**config.mk**
```make
export PLATFORM = sky130hd
export DESIGN_NAME = fpconst_push_unit
export DESIGN_NICKNAME = d
export VERILOG_FILES = /design/src/rtl/fpc_pkg.sv /design/src/rtl/fpc_decode.sv /design/src/rtl/fpc_const_rom.sv /design/src/rtl/fpc_round.sv /design/src/rtl/fpc_stack.sv /design/src/rtl/fpconst_push_unit.sv
export SDC_FILE = /design/constraint.sdc
export NUM_CORES = 1
export LEC_CHECK = 0
export CORE_MARGIN = 4
export CORE_UTILIZATION = 50
export CTS_CLUSTER_SIZE = 14
export DETAILED_ROUTE_END_ITERATION = 10
export GPL_TIMING_DRIVEN = 0
export PLACE_DENSITY = 0.72
export SYNTH_ARGS = -nofsm -noshare
export SYNTH_HDL_FRONTEND = slang
export SYNTH_SLANG_ARGS = --single-unit
```
**constraint.sdc**
```tcl
create_clock -name clk -period 4.76 [get_ports clk]
set_input_delay 0.952 -clock clk [delete_from_list [all_inputs] [get_ports clk]]
set_output_delay 0.952 -clock clk [all_outputs]
set_load 0.1 [all_outputs]
```
**src/rtl/fpc_pkg.sv**
```systemverilog
package fpc_pkg;
   localparam int KEXP_W = 15;
   localparam int KSIG_W = 66;

   typedef enum logic [1:0] {
      TAG_VALID   = 2'b00,
      TAG_ZERO    = 2'b01,
      TAG_SPECIAL = 2'b10,
      TAG_EMPTY   = 2'b11
   } tag_t;

   typedef enum logic [1:0] {
      RND_NEAR = 2'b00,
      RND_DOWN = 2'b01,
      RND_UP   = 2'b10,
      RND_TRUNC = 2'b11
   } rnd_t;

   typedef enum logic [2:0] {
      K_ONE  = 3'd0,
      K_L2T  = 3'd1,
      K_L2E  = 3'd2,
      K_PI   = 3'd3,
      K_LG2  = 3'd4,
      K_LN2  = 3'd5,
      K_ZERO = 3'd6,
      K_NONE = 3'd7
   } kid_t;
endpackage

```
**src/rtl/fpc_decode.sv**
```systemverilog
module fpc_decode
   import fpc_pkg::*;
#(
   parameter logic [7:0] ESC_BYTE  = 8'hD9,
   parameter logic [7:0] BASE_BYTE = 8'hE8,
   parameter int         NUM_K     = 7
) (
   input  logic [7:0] hi,
   input  logic [7:0] lo,
   output logic       hit,
   output kid_t       kid
);
   logic [7:0] off;

   always_comb begin
      off = lo - BASE_BYTE;
      hit = (hi == ESC_BYTE) && (off < 8'(NUM_K));
      kid = hit ? kid_t'(off[2:0]) : K_NONE;
   end
endmodule

```
**src/rtl/fpc_const_rom.sv**
```systemverilog
module fpc_const_rom
   import fpc_pkg::*;
(
   input  kid_t              kid,
   output logic [KEXP_W-1:0] k_exp,
   output logic [KSIG_W-1:0] k_sig
);
   // significand = 64 result bits, then round bit, then sticky bit
   always_comb begin
      unique case (kid)
         K_ONE:   begin k_exp = 15'h3FFF; k_sig = {64'h8000000000000000, 2'b00}; end
         K_L2T:   begin k_exp = 15'h4000; k_sig = {64'hD49A784BCD1B8AFE, 2'b01}; end
         K_L2E:   begin k_exp = 15'h3FFF; k_sig = {64'hB8AA3B295C17F0BB, 2'b11}; end
         K_PI:    begin k_exp = 15'h4000; k_sig = {64'hC90FDAA22168C234, 2'b11}; end
         K_LG2:   begin k_exp = 15'h3FFD; k_sig = {64'h9A209A84FBCFF798, 2'b11}; end
         K_LN2:   begin k_exp = 15'h3FFE; k_sig = {64'hB17217F7D1CF79AB, 2'b11}; end
         default: begin k_exp = '0;       k_sig = '0; end
      endcase
   end
endmodule

```
**src/rtl/fpc_round.sv**
```systemverilog
module fpc_round #(
   parameter int SIG_W = 64,
   parameter int GRD_W = 2,
   parameter int EXP_W = 15
) (
   input  logic [EXP_W-1:0]       exp_i,
   input  logic [SIG_W+GRD_W-1:0] sig_i,
   input  logic [1:0]             rc,
   output logic [EXP_W-1:0]       exp_o,
   output logic [SIG_W-1:0]       sig_o
);
   logic             lsb, rbit, sbit, inc;
   logic [SIG_W:0]   sum;

   assign lsb  = sig_i[GRD_W];
   assign rbit = sig_i[GRD_W-1];

   generate
      if (GRD_W > 1) begin : g_sticky
         assign sbit = |sig_i[GRD_W-2:0];
      end else begin : g_nosticky
         assign sbit = 1'b0;
      end
   endgenerate

   always_comb begin
      unique case (rc)
         2'b00:   inc = rbit & (sbit | lsb);
         2'b10:   inc = rbit | sbit;
         default: inc = 1'b0;
      endcase
      sum = {1'b0, sig_i[SIG_W+GRD_W-1:GRD_W]} + (SIG_W+1)'(inc);
      if (sum[SIG_W]) begin
         sig_o = sum[SIG_W:1];
         exp_o = exp_i + 1'b1;
      end else begin
         sig_o = sum[SIG_W-1:0];
         exp_o = exp_i;
      end
   end
endmodule

```
**src/rtl/fpc_stack.sv**
```systemverilog
module fpc_stack #(
   parameter int DEPTH = 8,
   parameter int VAL_W = 80,
   parameter int TOP_W = 3
) (
   input  logic             clk,
   input  logic             rst_n,
   input  logic             wr_en,
   input  logic [TOP_W-1:0] wr_idx,
   input  logic [VAL_W-1:0] wr_val,
   input  logic [1:0]       wr_tag,
   input  logic [TOP_W-1:0] rd_idx,
   output logic [VAL_W-1:0] rd_val,
   output logic [1:0]       rd_tag,
   input  logic [TOP_W-1:0] chk_idx,
   output logic [1:0]       chk_tag
);
   logic [VAL_W-1:0] val_q [DEPTH];
   logic [1:0]       tag_q [DEPTH];

   generate
      for (genvar g = 0; g < DEPTH; g++) begin : g_slot
         always_ff @(posedge clk or negedge rst_n) begin
            if (!rst_n) begin
               val_q[g] <= '0;
               tag_q[g] <= 2'b11;
            end else if (wr_en && wr_idx == TOP_W'(g)) begin
               val_q[g] <= wr_val;
               tag_q[g] <= wr_tag;
            end
         end
      end
   endgenerate

   assign rd_val  = val_q[rd_idx];
   assign rd_tag  = tag_q[rd_idx];
   assign chk_tag = tag_q[chk_idx];
endmodule

```
**src/rtl/fpconst_push_unit.sv**
```systemverilog
module fpconst_push_unit
   import fpc_pkg::*;
#(
   parameter int         DEPTH     = 8,
   parameter int         EXP_W     = 15,
   parameter int         SIG_W     = 64,
   parameter int         GRD_W     = 2,
   parameter logic [7:0] ESC_BYTE  = 8'hD9,
   parameter logic [7:0] BASE_BYTE = 8'hE8,
   localparam int        TOP_W     = $clog2(DEPTH),
   localparam int        VAL_W     = 1 + EXP_W + SIG_W
) (
   input  logic             clk,
   input  logic             rst_n,
   input  logic             issue_valid,
   input  logic [7:0]       opc_hi,
   input  logic [7:0]       opc_lo,
   input  logic             lock_prefix,
   input  logic             cr_emulate,
   input  logic             cr_task_sw,
   input  logic             fp_pending,
   input  logic [1:0]       rc_mode,
   input  logic             inv_mask,
   input  logic [TOP_W-1:0] rd_idx,
   output logic [VAL_W-1:0] rd_value,
   output logic [1:0]       rd_tag,
   output logic [TOP_W-1:0] top_ptr,
   output logic             c1_flag,
   output logic             flag_invalid,
   output logic             flag_stack,
   output logic             done,
   output logic             fault_badop,
   output logic             fault_nodev,
   output logic             fault_fperr
);
   localparam int NUM_K = 7;
   localparam logic [VAL_W-1:0] QNAN_IND =
      {1'b1, {EXP_W{1'b1}}, 2'b11, {(SIG_W-2){1'b0}}};

   // elaboration-time parameter checks
   if (DEPTH != (1 << TOP_W) || DEPTH < 2) begin : g_bad_depth
      $error("DEPTH must be a power of two of at least 2");
   end
   if (EXP_W != KEXP_W || SIG_W + GRD_W != KSIG_W) begin : g_bad_fmt
      $error("format widths must match the constant table");
   end
   if (GRD_W < 1) begin : g_bad_grd
      $error("at least one guard bit is required");
   end

   logic             hit;
   kid_t             kid;
   logic [EXP_W-1:0] k_exp, r_exp;
   logic [KSIG_W-1:0] k_sig;
   logic [SIG_W-1:0] r_sig;
   logic [1:0]       chk_tag;
   logic [TOP_W-1:0] top_q, new_top;
   logic             go, ud, nm, mf, exec, ovf, wr_en;
   logic [VAL_W-1:0] wr_val;
   tag_t             wr_tag;
   logic             c1_q, ie_q, sf_q, done_q, ud_q, nm_q, mf_q;

   fpc_decode #(.ESC_BYTE(ESC_BYTE), .BASE_BYTE(BASE_BYTE), .NUM_K(NUM_K)) u_dec (
      .hi(opc_hi), .lo(opc_lo), .hit(hit), .kid(kid));

   fpc_const_rom u_rom (.kid(kid), .k_exp(k_exp), .k_sig(k_sig));

   fpc_round #(.SIG_W(SIG_W), .GRD_W(GRD_W), .EXP_W(EXP_W)) u_rnd (
      .exp_i(k_exp), .sig_i(k_sig), .rc(rc_mode), .exp_o(r_exp), .sig_o(r_sig));

   always_comb begin
      new_top = top_q - 1'b1;
      go      = issue_valid & hit;
      ud      = go & lock_prefix;
      nm      = go & ~lock_prefix & (cr_emulate | cr_task_sw);
      mf      = go & ~lock_prefix & ~cr_emulate & ~cr_task_sw & fp_pending;
      exec    = go & ~lock_prefix & ~cr_emulate & ~cr_task_sw & ~fp_pending;
      ovf     = exec & (tag_t'(chk_tag) != TAG_EMPTY);
      wr_en   = exec & (~ovf | inv_mask);
      if (ovf) begin
         wr_val = QNAN_IND;
         wr_tag = TAG_SPECIAL;
      end else begin
         wr_val = {1'b0, r_exp, r_sig};
         wr_tag = (kid == K_ZERO) ? TAG_ZERO : TAG_VALID;
      end
   end

   fpc_stack #(.DEPTH(DEPTH), .VAL_W(VAL_W), .TOP_W(TOP_W)) u_stk (
      .clk(clk), .rst_n(rst_n), .wr_en(wr_en), .wr_idx(new_top),
      .wr_val(wr_val), .wr_tag(wr_tag), .rd_idx(rd_idx), .rd_val(rd_value),
      .rd_tag(rd_tag), .chk_idx(new_top), .chk_tag(chk_tag));

   always_ff @(posedge clk or negedge rst_n) begin
      if (!rst_n) begin
         top_q  <= '0;
         c1_q   <= 1'b0;
         ie_q   <= 1'b0;
         sf_q   <= 1'b0;
         done_q <= 1'b0;
         ud_q   <= 1'b0;
         nm_q   <= 1'b0;
         mf_q   <= 1'b0;
      end else begin
         done_q <= exec;
         ud_q   <= ud;
         nm_q   <= nm;
         mf_q   <= mf;
         if (exec) c1_q <= ovf;
         if (ovf) begin
            ie_q <= 1'b1;
            sf_q <= 1'b1;
         end
         if (wr_en) top_q <= new_top;
      end
   end

   assign top_ptr      = top_q;
   assign c1_flag      = c1_q;
   assign flag_invalid = ie_q;
   assign flag_stack   = sf_q;
   assign done         = done_q;
   assign fault_badop  = ud_q;
   assign fault_nodev  = nm_q;
   assign fault_fperr  = mf_q;
endmodule

```
# [Word level (Yosys, flattened, before mapping)]
# Index checks and enable logic that the tools add are counted.
[classes] muxes=18 reduce_logical=14 addsub=4 bitwise=22 eq_ne=16 magnitude_cmp=3
[op_table] cell="case mux 66 bit (6 select lines)" count=1
[op_table] cell="binary-select mux 80 bit (select 3 bit)" count=1
[op_table] cell="two-way mux 80 bit" count=3
[op_table] cell="adder 64 x 1 -> 65 bit" count=1
[op_table] cell="two-way mux 64 bit" count=1
[op_table] cell="case mux 15 bit (4 select lines)" count=1
[op_table] cell="equality test 3 bit (second input constant)" count=7
[op_table] cell="adder 15 x 1 -> 15 bit (second input constant)" count=1
[op_table] cell="two-way mux 15 bit" count=1
[op_table] cell="binary-select mux 2 bit (select 3 bit)" count=2
[op_table] cell="equality test 3 x 2 -> 1 bit (second input constant)" count=4
[op_table] cell="bitwise AND 1 bit" count=11
[op_table] cell="two-way mux 2 bit" count=5
[op_table] cell="logical AND 1 bit" count=9
[op_table] cell="equality test 8 bit (second input constant)" count=1
[op_table] cell="greater-or-equal comparator 4 bit (second input constant)" count=2
[op_table] cell="less-than comparator 8 x 3 -> 1 bit (second input constant)" count=1
[op_table] cell="inverter 3 -> 4 bit" count=2
[op_table] cell="subtractor 8 bit (second input constant)" count=1
[op_table] cell="equality test 3 x 1 -> 1 bit (second input constant)" count=2
[op_table] cell="logical NOT 3 bit" count=2
[op_table] cell="inverter 1 bit" count=5
[op_table] cell="bitwise OR 1 bit" count=4
[op_table] cell="OR reduction 2 bit" count=2
[op_table] cell="7 further kinds" count=7
[totals] output_inout_bits=92 wordCells=100 in_bits=29 regBits=665

# [Longest topological paths before layout]
# Gate-level depths: netlist of run 1.
[logic_depth] depth_word=13 depth_mapped=14 ltp_nobuf=13

# [Modules after synthesis]
# From an unflattened synthesis of run 1, not the netlist that was laid out.
[unflattened] hier_cells=2270 hier_area_um2=33972.6
[modules_own_cells] mod="fpc_stack" area_each_um2=30038.8 n_inst=1 seq_area_each_um2=16435.8 cells_per_inst=1689
[modules_own_cells] mod="fpc_round" area_each_um2=2080.7 n_inst=1 seq_area_each_um2=0.0 cells_per_inst=346
[modules_own_cells] mod="fpconst_push_unit" area_each_um2=1108.6 n_inst=1 seq_area_each_um2=225.2 cells_per_inst=123
[modules_own_cells] mod="fpc_const_rom" area_each_um2=643.1 n_inst=1 seq_area_each_um2=0.0 cells_per_inst=99
[modules_own_cells] mod="fpc_decode" area_each_um2=101.3 n_inst=1 seq_area_each_um2=0.0 cells_per_inst=13

# [Worst setup path after synthesis of run 1]
# No wires, ideal clock.
[synth_timing] kind="input to output" startpoint="input port rd_idx[0]" endpoint="output port rd_value[78]" path_stages=5 required_ns=3.808 path_buffers=3 t_arrival_ns=4.738 slack_ns=-0.930 path_cell_list="clkbuf_1 clkbuf_1 buf_1 mux4_2 o21ai_0"
[synth_between] elab_chain_len=4
[synth_lines] element="start, declared" line="fpconst_push_unit.sv:24" source="input logic [TOP_W-1:0] rd_idx,"
[synth_lines] element="inverter 3 -> 4 bit (not written as such)" line="fpc_stack.sv:35" source="assign rd_val = val_q[rd_idx];"
[synth_lines] element="binary-select mux 80 bit (select 3 bit)" line="fpc_stack.sv:35"
[synth_lines] element="two-way mux 80 bit (not written as such) (2 in series)" line="fpc_stack.sv:35"
[synth_lines] element="end, declared" line="fpconst_push_unit.sv:25" source="output logic [VAL_W-1:0] rd_value,"
# No other way between the ends. The select of a mux whose other input is x is not followed.

# [Final worst setup path of run 1]
[layout_timing] startpoint="input port rd_idx[1]" endpoint="output port rd_value[12]"
# Same word-level chain as after synthesis.

==> results of run 1 <==
-- what timing repair did --
action | 4_1_cts | 5_1_grt
pin swaps | 0 | 0
resized for setup | 180 | 26
setup buffers | 0 | 0
endpoints found under the setup margin | 82 | 49
gates cloned | 0 | 0
-- cell usage in the layout (no fill, tap or decap), types with 32 or more instances in the layout --
cell type	count
o21ai_1	57
clkbuf_1	156
mux4_2	134
clkbuf_16	58
clkdlybuf4s50_1	32
mux2i_1	53
dlygate4sd2_1	52
mux2_2	197
inv_1	58
o21ai_0	622
dfrtp_1	529
-- where the power goes --
group | internal, W | switching [W]
Combinational | 0.000143 | 0.000432
Sequential | 0.00463 | 0.0000000104
Clock | 0.00273 | 0.00191
Total | 0.00750 | 0.00234
-- final cells by class --
class / instances / area (sq um)
Tap cell: 672 / 841
Fill cell: 4019 / 20700
Sequential cell: 545 / 13700
Buffer: 229 / 1140
Inverter: 58 / 218
Clock inverter: 18 / 239
Timing Repair Buffer: 120 / 1220
Antenna cell: 5 / 12.5
Clock buffer: 82 / 1690
Multi-Input combinational cell: 1250 / 10500
-- kinds of logic after synthesis --
kind of cell / Yosys count / synth area share
adder cells (fa/ha/maj): 9 / 0.00434
AO/OA/AOI/OAI: 704 / 0.142
flip-flops: 545 / 0.538
multiplexers: 400 / 0.235
buffers and inverters: 287 / 0.0493
AND/OR/NAND/NOR: 131 / 0.0289
XOR/XNOR: 6 / 0.00207
-- worst min path at each step --
stage          slack [ns]               end             start  cells past startpoint
2_1_floorplan        0.45  u_stk.val_q[444]  u_stk.val_q[444]                      1
3_3_place_gp         0.46  u_stk.val_q[463]  u_stk.val_q[463]                      1
3_5_place_dp         0.48  u_stk.val_q[463]  u_stk.val_q[463]                      1
4_1_cts              0.37  u_stk.val_q[275]             rst_n                      1
5_1_grt              0.40  u_stk.val_q[275]             rst_n                      1
6_report             0.31  u_stk.val_q[275]             rst_n                      1
-- through the flow --
| step | cell area, sq um | hold WS [ns] | cells | worst slack (ns) |
|---|---|---|---|---|
| after CTS | 29500 | 0.371 | 2974 | -0.232 |
| after detailed placement | 27500 | 0.476 | 2874 | -1.59 |
| after global routing | 29500 | 0.400 | 2974 | 0.00865 |
| after global placement | 27400 | 0.463 | 2869 | -20.37 |
| final | 29500 | 0.314 | 2979 | 0.0396 |
| after floorplan | 25400 | 0.452 | 2082 | 0.291 |
-- state kept, by name, summed over array words and instances (netlist names) --
signal	count
fault_nodev	1
flag_stack	1
u_stk.tag_q	16
top_ptr	3
fault_fperr	1
fault_badop	1
done	1
c1_flag	1
u_stk.val_q	520
-- critical path, cell delays in order --
cell and delay [ns]:
clkbuf_2 0.34, clkbuf_1 0.49, clkdlybuf4s15_2 0.59, mux4_2 0.34, mux2_2 0.17, dlygate4sd2_1 0.85
-- metal layers --
metal  routed length [um]  vias to the layer above  track usage
met1                32500                    10240        0.427
met5                    0                        -            0
met3                 9000                      289       0.0733
met2                38800                     1265        0.474
li1                     -                     7925            -
met4                 5370                        0        0.172
==> results.md, run 1 <==
- DIE WIDTH: 233 um
- Reg-to-reg endpoint: u_stk.val_q[379]
- Fmax: 212 MHz
- Reg2Reg Depth: 10
- Min-delay worst type: input pin to asynchronous set/reset pin
- Reg2reg setup slack: 0.19 ns
- Net count, final: 2,298
- Seq/Total Area, Yosys: 0.538
- CP Data Arrival Time: 3.77 ns
- Post-synth design cell area: 25,400 sq um
- Asr flop ratio synth: 1.00
- Drt pass-1 iters: 6
- Htree depth: 2
- Layout cells sized above 1: 0.245
- Crit path kind: input pin to primary output
- Cell count after synthesis: 2,082
- Num CTS Buffers: 57
- Final critical-path required period: 4.72 ns
- Worst Tran Pin Value: 1.37 ns
- Hpwl dp: 57.7 mm
- WL final: 85.7 mm
- Initial detailed-routing violation count: 2,396
- Clock Latency Late Sink: 0.63 ns
- Startpoint types: input pin
- Worst r2r src: top_ptr[0]
- Die height: 233 um
- Hold Violations, Final: 0
- Port-buffer cells: 115
- Synth Warn #: 0
- Overflow after GRT: 0
- Max FO, Critical Path: 10
- Clock-pin slew on the worst setup and hold paths: 0.07 ns
- Highest ir drop seen on vdd: 0.263 mV
- GRT Resource Usage Total: 0.315
- Vias in the first global route: 20.1k
- GP Congestion: 0.966
- Initial Util: 0.506
- Pin count of the biggest net entering global routing: 126
- Setup Viol. Count Final: 0
- P&R area growth vs syn: 16.2%
- Syn Nets: 2,119
- Cts hold-fix bufs: 0
- Clock tree buffer depth: 3
- Status: finished clean
- Drt via density: 6.62
- Final Max Slew Viols: 0
- Core area: 50,200 sq um
- Initial antenna violation count: 2
- Mean Syn Cell Area: 12.2 sq um
- Worst setup endpoint: rd_value[12]
- Post-synth EDFFs: 0
- Die ar.: 54,400 sq um
- Main synth FF type: dfrtp_1
- Pwr dens: 334 nW/um^2
- Post-synth cell types: 52
- DR WL/cell: 28.8 um
- First-pass GRT wire length: 127 mm
- Register bit total from synthesis: 545
- TNS Setup: 0 ns
- Area contributors post-synth: dfrtp_1, o21ai_0, mux4_2
- Fin crit share: 0.992
- CTS tree: built
- CTS Root Cell: clkbuf_16
- Antenna Nets Post-Route: 0
- Pleak: 13.3 nW
- Yosys top cell by area: dfrtp_1
- Setup Skew: 0.0339 ns
- Crit. Startpoint: rd_idx[1]
- Sink Count: 545
- Total chip power: 0.00984 W
- Boundary Pins: 121
- Vias: 19.7k
- Final core occ: 0.588
- Crit end category: primary output
- # rows: 82
- Most frequent cell after synthesis: o21ai_0
- Top cell type's share of synthesized area: 0.522
- RSZ-0062 raised after global routing: no
- Max-cap violations: 0
- Post-synth top cells: o21ai_0, dfrtp_1, mux2_2
- Drc violations: 0
- Slew margin rel.: 0.0835
- Req. time, crit path: 3.81 ns
Power figures use the tool's default switching activity.
==> inputs of run 2 (changes only) <==
--- a/config.mk
+++ b/config.mk
@@ -11,6 +11,7 @@
 export DETAILED_ROUTE_END_ITERATION = 10
 export GPL_TIMING_DRIVEN = 0
 export PLACE_DENSITY = 0.72
+export SKIP_CTS_REPAIR_TIMING = 1
 export SYNTH_ARGS = -nofsm -noshare
 export SYNTH_HDL_FRONTEND = slang
 export SYNTH_SLANG_ARGS = --single-unit
==> run 2 against run 1 <==
  * The run now ends with setup timing left
  * Combinational power about the same
  * Core utilization fell by 0.11 points
  * Clock skew increased by 0.0019 ns
  * Register-to-register slack better by 0.02 ns
  * Die area unchanged
  * Critical path depth unchanged
  * Sequential share of layout area increased by 0.085 points
  * Non-clock buffer count unchanged
  * Highest routed layer is now met5
  * Sequential power hardly changed
  * Largest cell class unchanged
  * Final cell count is essentially flat
  * Routed wire length about the same
  * Maximum frequency decreased by 2.7%
==> results.md, run 2 (synthesis gave the netlist of run 1 again) <==
- Status: finished, violations left
- Failing checks: setup timing
- Design Area, Final: 29,400 sq um
- Req. time, crit path: 3.81 ns
- GP Congestion: 0.966
- Initial Util: 0.506
- Pin count of the biggest net entering global routing: 126
- Drt via density: 6.64
- Die height: 233 um
- Final Max Slew Viols: 0
- DP Area: 27,500 sq um
- Clock tree buffer depth: 3
- Highest ir drop seen on vdd: 0.264 mV
- Max reg flops: 520
- Final critical-path required period: 4.85 ns
- Pleak: 14.0 nW
- Crit path kind: input pin to primary output
- Delay of the slowest critical-path stage: 0.77 ns
- Family with the most delay on the worst path: buffers and inverters
- Fin crit share: 1.02
- Reg-to-reg endpoint: u_stk.val_q[248]
- Setup Skew: 0.0358 ns
- Max-cap violations: 0
- Most flop-heavy register: u_stk.val_q
- DR WL/cell: 28.8 um
- Slowest stage cell, crit path: clkbuf_1
- GRT Resource Usage Total: 0.315
- Reg2reg setup slack: 0.21 ns
- Die ar.: 54,400 sq um
- Worst Tran Pin Value: 1.28 ns
- Net count, final: 2,298
- Layout cells sized above 1: 0.245
- Core area: 50,200 sq um
- Worst r2r src: top_ptr[0]
- Fillers: 4,008
- First-pass GRT wire length: 127 mm
- Hold Violations, Final: 0
- Min-delay worst type: input pin to asynchronous set/reset pin
- Buf/Inv on CP: 5
- Boundary Pins: 121
- Initial detailed-routing violation count: 2,470
- Antenna Nets Post-Route: 0
- DIE WIDTH: 233 um
- Worst setup endpoint: rd_value[52]
- Drt pass-1 iters: 6
- Sink Count: 545
- Commonest non-fill, non-tap cell in the layout: o21ai_0
- Setup Viol. Count Final: 4
- Pwr dens: 334 nW/um^2
- Initial antenna violation count: 3
- Clock-pin slew on the worst setup and hold paths: 0.06 ns
- Crit end category: primary output
- Num CTS Buffers: 57
- CTS Root Cell: clkbuf_16
- Vias: 19.8k
- CP Data Arrival Time: 3.90 ns
- Drc violations: 0
- Slew margin rel.: 0.142
- CTS tree: built
- Clock Latency Late Sink: 0.64 ns
- Most frequent cells in the layout: o21ai_0, dfrtp_1, mux2_2, clkbuf_1, mux4_2
- Crit path cell chain: clkbuf_1, clkbuf_1, clkbuf_1, mux2_2, buf_4, dlymetal6s2s_1
- # rows: 82
- Overflow after GRT: 0
- Vias in the first global route: 20.1k
- Dpl cells: 2,874
- Hpwl dp: 57.7 mm
- Crit. Startpoint: rd_idx[2]
- TNS Setup: -0.195 ns
- P&R area growth vs syn: 16.0%
- Reg2Reg Depth: 12
- WL final: 85.7 mm
- Port-buffer cells: 115
- Htree depth: 2
- Max FO, Critical Path: 10
- Hold_ws: 0.305 ns
- RSZ-0062 raised after global routing: yes
- Fmax: 206 MHz
- CP most frequent cell: clkbuf_1
- Startpoint types: input pin
- Min setup slack post-route: -0.0922 ns
- Instance count on the critical path: 6
- Fin cells: 2,977
==> run 2: cell type report <==
class | count | area [sq um] | share of cell area
Antenna cell | 3 | 7.51 | 0.000255
Inverter | 58 | 218 | 0.00740
Clock inverter | 18 | 239 | 0.00812
Multi-Input combinational cell | 1250 | 10500 | 0.356
Buffer | 229 | 1070 | 0.0365
Clock buffer | 82 | 1690 | 0.0575
Timing Repair Buffer | 120 | 1230 | 0.0418
Tap cell | 672 | 841 | 0.0286
Sequential cell | 545 | 13700 | 0.464
==> run 2: worst min path at each step <==
stage	start	to	slack, ns	depth (start not counted)
global route	rst_n	u_stk.val_q[275]	0.40	1
floorplan	u_stk.val_q[444]	u_stk.val_q[444]	0.45	1
finish	rst_n	u_stk.val_q[275]	0.30	1
global placement	u_stk.val_q[463]	u_stk.val_q[463]	0.46	1
detailed placement	u_stk.val_q[463]	u_stk.val_q[463]	0.48	1
CTS	rst_n	u_stk.val_q[275]	0.37	1
==> run 2: metrics by stage <==
step                      setup slack (ns)  power (W)  utilization
after floorplan                      0.291    0.00501            -
after global placement              -20.37    0.00528        0.546
after detailed placement             -1.59    0.00529        0.548
after CTS                            -1.62    0.00985        0.587
after global routing                -0.196     0.0101        0.587
final                              -0.0922    0.00984        0.587
==> run 2: where the power goes <==
group	internal, W	leakage [nW]	total, W	switching [W]
combinational	0.000143	5.72	0.000575	0.000432
clock	0.00273	0.951	0.00464	0.00191
sequential	0.00463	7.28	0.00463	0.0000000105
==> run 2: worst reg2reg max path, cell delays in order, from the launching register on <==
cell and delay [ns]:
dfrtp_1 0.42, clkbuf_1 0.32, inv_1 0.17, ha_1 0.29
xor2_1 0.39, o2111ai_1 0.17, and2_1 0.16, clkbuf_1 0.18
a21oi_2 0.51, clkbuf_1 0.69, clkdlybuf4s15_1 0.80, o21ai_0 0.23
o21ai_1 0.13
==> run 2: routing by layer <==
| layer | track usage | vias to the layer above | share of wire |
|---|---|---|---|
| li1 | - | 7938 | - |
| met1 | 0.425 | 10275 | 0.38 |
| met2 | 0.476 | 1260 | 0.46 |
| met3 | 0.0756 | 282 | 0.10 |
| met4 | 0.168 | 2 | 0.061 |
| met5 | 0 | - | 0.00013 |
==> inputs of run 3 (changes only) <==
--- a/config.mk
+++ b/config.mk
@@ -5,12 +5,12 @@
 export SDC_FILE = /design/constraint.sdc
 export NUM_CORES = 1
 export LEC_CHECK = 0
+export CAP_MARGIN = 20
 export CORE_MARGIN = 4
-export CORE_UTILIZATION = 50
-export CTS_CLUSTER_SIZE = 14
+export CORE_UTILIZATION = 60
 export DETAILED_ROUTE_END_ITERATION = 10
 export GPL_TIMING_DRIVEN = 0
-export PLACE_DENSITY = 0.72
+export PLACE_DENSITY = 0.83
 export SKIP_CTS_REPAIR_TIMING = 1
 export SYNTH_ARGS = -nofsm -noshare
 export SYNTH_HDL_FRONTEND = slang
==> run 3 against run 2 <==
  * The run now ends clean
  * Register-to-register slack worse by 0.07 ns
  * Worst setup slack better by 0.15 ns
  * Routed wire length about the same
  * Global-route usage up 6.5 points
  * Core utilization up 12 points
  * Combinational power up 2%
  * Non-clock buffer count up 16
  * Sequential share of layout area about the same
  * Clock power down 3%
  * Worst hold slack better by 0.059 ns
  * Maximum frequency up 3.3%
==> results.md, run 3 (synthesis gave the netlist of run 1 again) <==
- Port-buffer cells: 115
- Status: finished clean
- Req. time, crit path: 3.81 ns
- Initial detailed-routing violation count: 3,348
- Internal power: 0.00738 W
- Drt pass-1 iters: 8
- Hpwl dp: 57.2 mm
- Htree depth: 2
- Most frequent cells in the layout: o21ai_0, dfrtp_1, mux2_2, clkbuf_1, mux4_2
- Setup Viol. Count Final: 0
- DR WL/cell: 29.9 um
- Metal3 WL: 11.4 mm
- Comb pwr share: 0.061
- Startpoint types: input pin
- DP Area: 27,400 sq um
- Max reg flops: 520
- CTS tree: built
- Crit path kind: input pin to primary output
- Crit end category: primary output
- Sink Count: 545
- Pwr dens: 330 nW/um^2
- Antenna Nets Post-Route: 0
- First-pass GRT wire length: 128 mm
- Commonest non-fill, non-tap cell in the layout: o21ai_0
- Worst Tran Pin Value: 1.27 ns
- Clock Latency Late Sink: 0.63 ns
- Die height: 214 um
- Most flop-heavy register: u_stk.val_q
- Fmax: 213 MHz
- CP Data Arrival Time: 3.75 ns
- Drc violations: 0
- Clock power share: 0.463
- Crit. Startpoint: rd_idx[2]
- Hold Violations, Final: 0
- Num CTS Buffers: 55
- Highest ir drop seen on vdd: 0.251 mV
- CTS Root Cell: clkbuf_16
- Initial antenna violation count: 4
- Design Area, Final: 29,500 sq um
- Overflow after GRT: 0
- Seq pwr share: 0.477
- Top routing layer used: met5
- Net switching power: 0.00233 W
- P&R area growth vs syn: 16.1%
- Initial Util: 0.606
- Total chip power: 0.00972 W
- Metal-1 WL: 29.5 mm
- Vias in the first global route: 20.8k
- Fin crit share: 0.987
- Setup Skew: 0.0162 ns
- Layout cells sized above 1: 0.240
- Final critical-path required period: 4.70 ns
- Sw frac: 0.240
- Pleak: 14.2 nW
- Clock tree buffer depth: 3
- Max FO, Critical Path: 10
- RSZ-0062 raised after global routing: no
- Die ar.: 45,600 sq um
- GP Congestion: 0.974
- Slew margin rel.: 0.152
- Vias: 20.5k
- Boundary Pins: 121
- Max-cap violations: 0
- Core area: 41,900 sq um
- Net count, final: 2,312
- # rows: 75
- Clock-pin slew on the worst setup and hold paths: 0.06 ns
- Pin count of the biggest net entering global routing: 135
- Drt via density: 7.15
- DIE WIDTH: 214 um
- Min-delay worst type: input pin to asynchronous set/reset pin
- Worst r2r src: top_ptr[0]
- GRT Resource Usage Total: 0.379
- DR WL met2: 38.2 mm
- WL final: 85.6 mm
- Final Max Slew Viols: 0
## run 3: worst paths after layout
check / end / slack [ns] / cells after the start
setup reg to reg: u_stk.val_q[24] / 0.14 / 12
hold reg to reg: u_stk.val_q[139] / 0.49 / 1
min in group clk: u_stk.val_q[139] / 0.49 / 1
max in group asynchronous: top_ptr[2] / 2.64 / 3
hold / removal: u_stk.val_q[275] / 0.36 / 1
setup / recovery: rd_value[32] / 0.06 / 5
## run 3: layout make-up
type	instances	area (sq um)
flip-flops and latches	545	13700
fillers	2797	12400
multi-input cells	1250	10500
clock buffers	82	1560
repair buffers	136	1530
plain buffers	229	1070
well taps	539	674
clock inverters	22	282
inverters	58	218
diodes	1	2.50
## run 3: per-stage QoR
step | std cells | setup slack [ns] | hold slack, ns | setup TNS, ns | utilization
3_3_place_gp | 2736 | -20.04 | 0.462 | - | 0.650
3_5_place_dp | 2749 | -1.54 | 0.478 | -82.33 | 0.656
5_1_grt | 2862 | 0.0326 | 0.431 | 0 | 0.704
2_1_floorplan | 2082 | 0.291 | 0.452 | 0 | -
6_report | 2862 | 0.0616 | 0.364 | 0 | 0.704
4_1_cts | 2853 | -1.57 | 0.415 | -83.66 | 0.700
## run 3: worst max-delay path: stages
cell and delay, ns:
clkbuf_1 0.30, clkdlybuf4s15_1 0.83, clkbuf_2 0.58, mux2_2 0.31, dlymetal6s2s_1 0.76
## run 3: layer usage
| layer | GRT usage | vias up |
|---|---|---|
| met2 | 0.559 | 1744 |
| met4 | 0.234 | 7 |
| met1 | 0.496 | 10295 |
| li1 | - | 7978 |
| met3 | 0.122 | 440 |
| met5 | 0 | - |
## run 3: power by group through the flow
stage / Combinational (W) / Sequential, W / Clock [W]
global route: 0.000614 / 0.00463 / 0.00470
CTS: 0.000576 / 0.00463 / 0.00448
detailed placement: 0.000573 / 0.00472 / 0
global placement: 0.000546 / 0.00473 / 0
finish: 0.000588 / 0.00463 / 0.00450
floorplan: 0.000294 / 0.00472 / 0
